`config.mk`:
```
export PLATFORM = sky130hd
export DESIGN_NAME = mdm_loopback
export DESIGN_NICKNAME = d
export VERILOG_FILES = /design/src/rtl/mlb_pkg.sv /design/src/rtl/mlb_status.sv /design/src/rtl/mlb_inject.sv /design/src/rtl/mdm_loopback.sv
export SDC_FILE = /design/constraint.sdc
export NUM_CORES = 1
export LEC_CHECK = 0
export BUFFER_PORTS_ARGS = -buffer_cell sky130_fd_sc_hd__buf_2
export CAP_MARGIN = 20
export CORE_MARGIN = 3
export CORE_UTILIZATION = 38
export CTS_CLUSTER_DIAMETER = 30
export DETAILED_ROUTE_END_ITERATION = 12
export PLACE_DENSITY = 0.81
export SLEW_MARGIN = 10
export SYNTH_ARGS = -nofsm -noshare
export SYNTH_HDL_FRONTEND = slang
export SYNTH_SLANG_ARGS = --single-unit
```
`constraint.sdc`:
```
create_clock -name clk_i -period 0.8 [get_ports clk_i]
set_input_delay 0.16 -clock clk_i [delete_from_list [all_inputs] [get_ports clk_i]]
set_output_delay 0.16 -clock clk_i [all_outputs]
set_load 0.005 [all_outputs]
```
`src/rtl/mlb_pkg.sv`:
```
package mlb_pkg;
  localparam int unsigned MDM_W = 4;
  // control bits: 0 dtr, 1 rts, 2 out1, 3 out2
  // status bits : 0 cts, 1 dsr, 2 ri, 3 dcd
  localparam int unsigned STAT_SRC [MDM_W] = '{1, 0, 3, 2};
endpackage

```
`src/rtl/mlb_status.sv`:
```
module mlb_status
  import mlb_pkg::*;
(
  input  logic             clk_i,
  input  logic             rst_ni,
  input  logic             upd_i,
  input  logic [MDM_W-1:0] ctl_i,
  output logic [MDM_W-1:0] stat_o,
  output logic             ms_clr_o,
  output logic [MDM_W-1:0] ms_set_o
);
  logic [MDM_W-1:0] mirror;
  logic [MDM_W-1:0] stat_q, set_q;
  logic             clr_q;

  for (genvar i = 0; i < MDM_W; i++) begin : g_map
    assign mirror[i] = ctl_i[STAT_SRC[i]];
  end

  always_ff @(posedge clk_i or negedge rst_ni) begin
    if (!rst_ni) begin
      stat_q <= '0;
      clr_q  <= 1'b0;
      set_q  <= '0;
    end else begin
      clr_q <= 1'b0;
      set_q <= '0;
      if (upd_i) begin
        stat_q <= mirror;
        clr_q  <= 1'b1;
        set_q  <= mirror;
      end
    end
  end

  assign stat_o   = stat_q;
  assign ms_clr_o = clr_q;
  assign ms_set_o = set_q;
endmodule

```
`src/rtl/mlb_inject.sv`:
```
module mlb_inject #(
  parameter int unsigned DATA_W = 8
) (
  input  logic              clk_i,
  input  logic              rst_ni,
  input  logic              lbk_i,
  input  logic              tx_we_i,
  input  logic [DATA_W-1:0] tx_data_i,
  input  logic              lcr_we_i,
  input  logic              lcr_brk_i,
  output logic              push_o,
  output logic [DATA_W-1:0] data_o,
  output logic              brk_o
);
  logic              brk_q;
  logic              brk_rise;
  logic              push_q, pbrk_q;
  logic [DATA_W-1:0] data_q;

  assign brk_rise = lcr_we_i & lcr_brk_i & ~brk_q;

  always_ff @(posedge clk_i or negedge rst_ni) begin
    if (!rst_ni) begin
      brk_q  <= 1'b0;
      push_q <= 1'b0;
      pbrk_q <= 1'b0;
      data_q <= '0;
    end else begin
      if (lcr_we_i) brk_q <= lcr_brk_i;
      push_q <= 1'b0;
      pbrk_q <= 1'b0;
      data_q <= '0;
      if (lbk_i && brk_rise) begin
        push_q <= 1'b1;
        pbrk_q <= 1'b1;
      end else if (lbk_i && tx_we_i) begin
        push_q <= 1'b1;
        data_q <= tx_data_i;
      end
    end
  end

  assign push_o = push_q;
  assign data_o = data_q;
  assign brk_o  = pbrk_q;
endmodule

```
`src/rtl/mdm_loopback.sv`:
```
module mdm_loopback
  import mlb_pkg::*;
#(
  parameter int unsigned DATA_W = 8
) (
  input  logic              clk_i,
  input  logic              rst_ni,
  input  logic              ctrl_we_i,
  input  logic              ctrl_lbk_i,
  input  logic [3:0]        ctrl_mdm_i,
  input  logic              tx_we_i,
  input  logic [DATA_W-1:0] tx_data_i,
  input  logic              lcr_we_i,
  input  logic              lcr_brk_i,
  output logic [3:0]        stat_o,
  output logic              ms_clr_o,
  output logic [3:0]        ms_set_o,
  output logic              rx_push_o,
  output logic [DATA_W-1:0] rx_data_o,
  output logic              rx_brk_o
);
  logic lbk_q;

  always_ff @(posedge clk_i or negedge rst_ni) begin
    if (!rst_ni)        lbk_q <= 1'b0;
    else if (ctrl_we_i) lbk_q <= ctrl_lbk_i;
  end

  mlb_status u_status (
    .clk_i    (clk_i),
    .rst_ni   (rst_ni),
    .upd_i    (ctrl_we_i & ctrl_lbk_i),
    .ctl_i    (ctrl_mdm_i),
    .stat_o   (stat_o),
    .ms_clr_o (ms_clr_o),
    .ms_set_o (ms_set_o)
  );

  mlb_inject #(.DATA_W(DATA_W)) u_inject (
    .clk_i     (clk_i),
    .rst_ni    (rst_ni),
    .lbk_i     (lbk_q),
    .tx_we_i   (tx_we_i),
    .tx_data_i (tx_data_i),
    .lcr_we_i  (lcr_we_i),
    .lcr_brk_i (lcr_brk_i),
    .push_o    (rx_push_o),
    .data_o    (rx_data_o),
    .brk_o     (rx_brk_o)
  );
endmodule

```
==> flow_summary_export.csv <==
group,metric,value,unit
global_routing,grt_first_pass_wirelength,2450,µm
synth,ys_seq_area_frac,0.741,
floorplanning,io_pins,38,
clocking,cts_tree,"done",
clocking,cts_root_buffer,"clkbuf_4",
timing,setup-violations-final,28,
clocking,h-tree-depth,1,
global_routing,grt_max_degree,22,
critical_path,worstPathCellList,"buf_2",
timing,period_minus_slack,0.990,ns
timing,slew_viol_final,0,
placement,pre_cts_ws,-0.0677,ns
route,wl_per_cell,11.9,µm
power_and_ir_drop,vdd_drop_max,1.27,mV
route,drc,0,
floorplanning,dieArea,2420,µm²
timing,relSlewSlack,0.710,
critical_path,critPathMaxStageDelay,0.40,ns
synth,synth_common_cells,"21 x dfrtp_1, 12 x and3_1, 4 x a21o_1",
synth,yosys_warnings,0,
route,postRouteAntennaNets,0,
route,firstDrtPassIters,1,
critical_path,cp_data_required_time,0.64,ns
route,drt_wl_total,1370,µm
synth,yosysTopAreaCell,"dfrtp_1",
global_routing,grt_pass1_vias,579,
cells_and_area,antenna_cells,0,
synth,ys_types,12,
timing,skew,0.00537,ns
power_and_ir_drop,power_density,1890,nW/µm²
critical_path,crit_buf_inv,1,
synth,postSynth.asyncResetShare,1.00,
power_and_ir_drop,p_leak,0.622,nW
timing,tns,-3.56,ns
synth,syn_inst,47,
timing,final_hold_viol_count,0,
critical_path,worstPathArrival,0.83,ns
global_routing,antenna_found_initial,0,
floorplanning,initial_core_util,0.435,
route,drt_iter0_drc,0,
cells_and_area,area_growth,44.4,%
power_and_ir_drop,internal_power,0.00147,W
synth,synth.area.top_cells,"dfrtp_1 74%, and3_1 11%, a21o_1 4.2%, nand3b_4 2.8%, buf_6 1.6%",
floorplanning,std_cell_rows,14,
placement,place_congestion,0.715,
timing,fin_ws,-0.190,ns
timing,rsz0062_at_grt,"true",
timing,period_share,1.24,
floorplanning,fp.coreArea,1630,µm²
power_and_ir_drop,p_sw,0.000461,W
clocking,cts_inserted_buffers,3,
synth,synth_flop_cell,"dfrtp_1",
run_status,status,"finished, violations left",
synth,synth_edf_count,0,
critical_path,worst-setup-path-type,"reg2out",
synth,synth_area,709,µm²
cells_and_area,nets,111,
power_and_ir_drop,p_clk_frac,0.262,
synth,yosysMostFrequentCell,"dfrtp_1",
synth,synth.avg_cell_area,15.1,µm²
route,vias_per_cell,4.62,
cells_and_area,final_layout_size_suffix_gt1_frac,0.593,
timing,worst_slew_pin_slew,0.435,ns
critical_path,critical-path-top-delay-family,"flip-flops",
floorplanning,die_height,49.2,µm
critical_path,startpoint_type,"flop",
placement,port_buffers,37,
cells_and_area,nFillCells,144,
cells_and_area,stdcell_area,1020,µm²
synth,synth-seq-cells,21,
clocking,cts.sinks,21,
clocking,worstSkewPairLatency,0.30,ns
synth,synth_fp_nets,66,
global_routing,grt_remaining_overflow,0,
critical_path,cp-end-kind,"output pin",
global_routing,grt_util_all_layers,0.130,
timing,fmax,1010,MHz
synth,synth_top_cell_area_share,0.741,
power_and_ir_drop,swShare,0.238,
power_and_ir_drop,p_comb_frac,0.141,
flow_run,maxCapViolations,0,
power_and_ir_drop,p_seq_frac,0.597,
placement,placed_area,913,µm²
min_path,hp-class,"in2reg",
critical_path,crit_fanout,2,
floorplanning,dieWidth,49.2,µm
critical_path,cp_slowest_cell,"dfrtp_1",
clocking,cts_max_path_buffers,2,
run_status,violations,"negative setup slack",
route,vias,531,
clocking,clkSlewWorstSetupHoldPaths,0.12,ns
[sequential cells by signal (all words and copies together) (netlist names)]
register,count
u_inject.push_o,1
u_inject.brk_o,1
lbk_q,1
u_status.ms_clr_o,1
u_status.stat_o,4
u_status.ms_set_o,4
u_inject.data_o,8
u_inject.brk_q,1
[cells by family after synthesis]
logic type | after synthesis | synth area share
muxes | 1 | 0.0159
AOI/OAI and AO/OA | 6 | 0.0600
DFF | 21 | 0.741
and+or+nand+nor | 16 | 0.157
buffers and inverters | 3 | 0.0265
[power groups by stage]
stage / Sequential, W / Clock [W] / Combinational [W]
5_1_grt: 0.00116 / 0.000580 / 0.000306
4_1_cts: 0.00115 / 0.000527 / 0.000253
6_report: 0.00115 / 0.000508 / 0.000272
3_3_place_gp: 0.00117 / 0 / 0.000216
3_5_place_dp: 0.00117 / 0 / 0.000222
2_1_floorplan: 0.00118 / 0 / 0.0000803
[area by class of cell]
class | instances | area (µm²) | share of cell area
clock buffer | 3 | 22.5 | 0.0220
clock inverter | 1 | 7.51 | 0.00733
tap | 24 | 30.0 | 0.0293
timing repair buffer | 40 | 214 | 0.209
multi-input combinational | 24 | 215 | 0.210
sequential | 21 | 526 | 0.513
inverter | 2 | 10.0 | 0.00977
[per-stage QoR]
step	power, W	cells	hold slack, ns	utilization
6_report	0.00193	115	0.0693	0.629
5_1_grt	0.00205	115	0.0684	0.629
4_1_cts	0.00193	114	0.0734	0.611
3_5_place_dp	0.00140	107	0.130	0.561
3_3_place_gp	0.00139	107	0.123	0.561
2_1_floorplan	0.00126	47	-0.136	-
[worst paths after layout]
path / cells past startpoint / end / start / slack (ns)
hold / removal: 2 / lbk_q$_DFFE_PN0P_ / ctrl_we_i / 0.07
setup reg to reg: 2 / u_inject.data_o[5]$_DFF_PN0_ / u_inject.brk_q$_DFFE_PN0P_ / -0.07
setup / recovery: 1 / stat_o[3] / u_status.stat_o[3]$_DFFE_PN0P_ / -0.19
min in group asynchronous: 2 / u_inject.data_o[3]$_DFF_PN0_ / rst_ni / 0.32
hold reg to reg: 1 / u_status.stat_o[1]$_DFFE_PN0P_ / u_status.stat_o[1]$_DFFE_PN0P_ / 0.49
max in group asynchronous: 2 / u_inject.brk_q$_DFFE_PN0P_ / rst_ni / 0.17
[what timing repair did]
| item | CTS | global route |
|---|---|---|
| endpoints found under the setup margin | 28 | 30 |
| pin swaps | 1 | 0 |
| gates resized for setup | 5 | 6 |
| setup buffers | 1 | 1 |
| gates cloned | 1 | 0 |
| hold buffers | 1 | 0 |
| endpoints found under the hold margin | 21 | 0 |
[layer usage]
layer  routed length, µm  share of wire  vias to the layer above  global-route usage
li1                    -              -                      251                   -
met1                 528           0.39                      249               0.160
met2                 701           0.51                       29               0.208
met3                 127          0.093                        2              0.0336
met4                  10         0.0073                        0              0.0711
met5                   0              0                        -                   0
[worst reg2reg max path, cell delays in order, from the launching register on]
cell	delay, ns
dfrtp_1	0.42
nand3b_4	0.19
and3_1	0.17
[cells in the final DEF (no fill, tap or decap)]
cell type / instances
clkbuf_4: 3
inv_4: 1
o21bai_1: 1
nand2_1: 1
dlygate4sd3_1: 1
mux2_2: 1
and3_1: 6
nor2_1: 1
and2_4: 1
buf_4: 1
nand3b_4: 2
a21o_1: 4
inv_1: 1
and3_4: 6
buf_2: 37
o21ai_1: 1
dfrtp_1: 21
buf_6: 1
clkinvlp_4: 1
No activity file was read; power rests on OpenSTA's default activity.
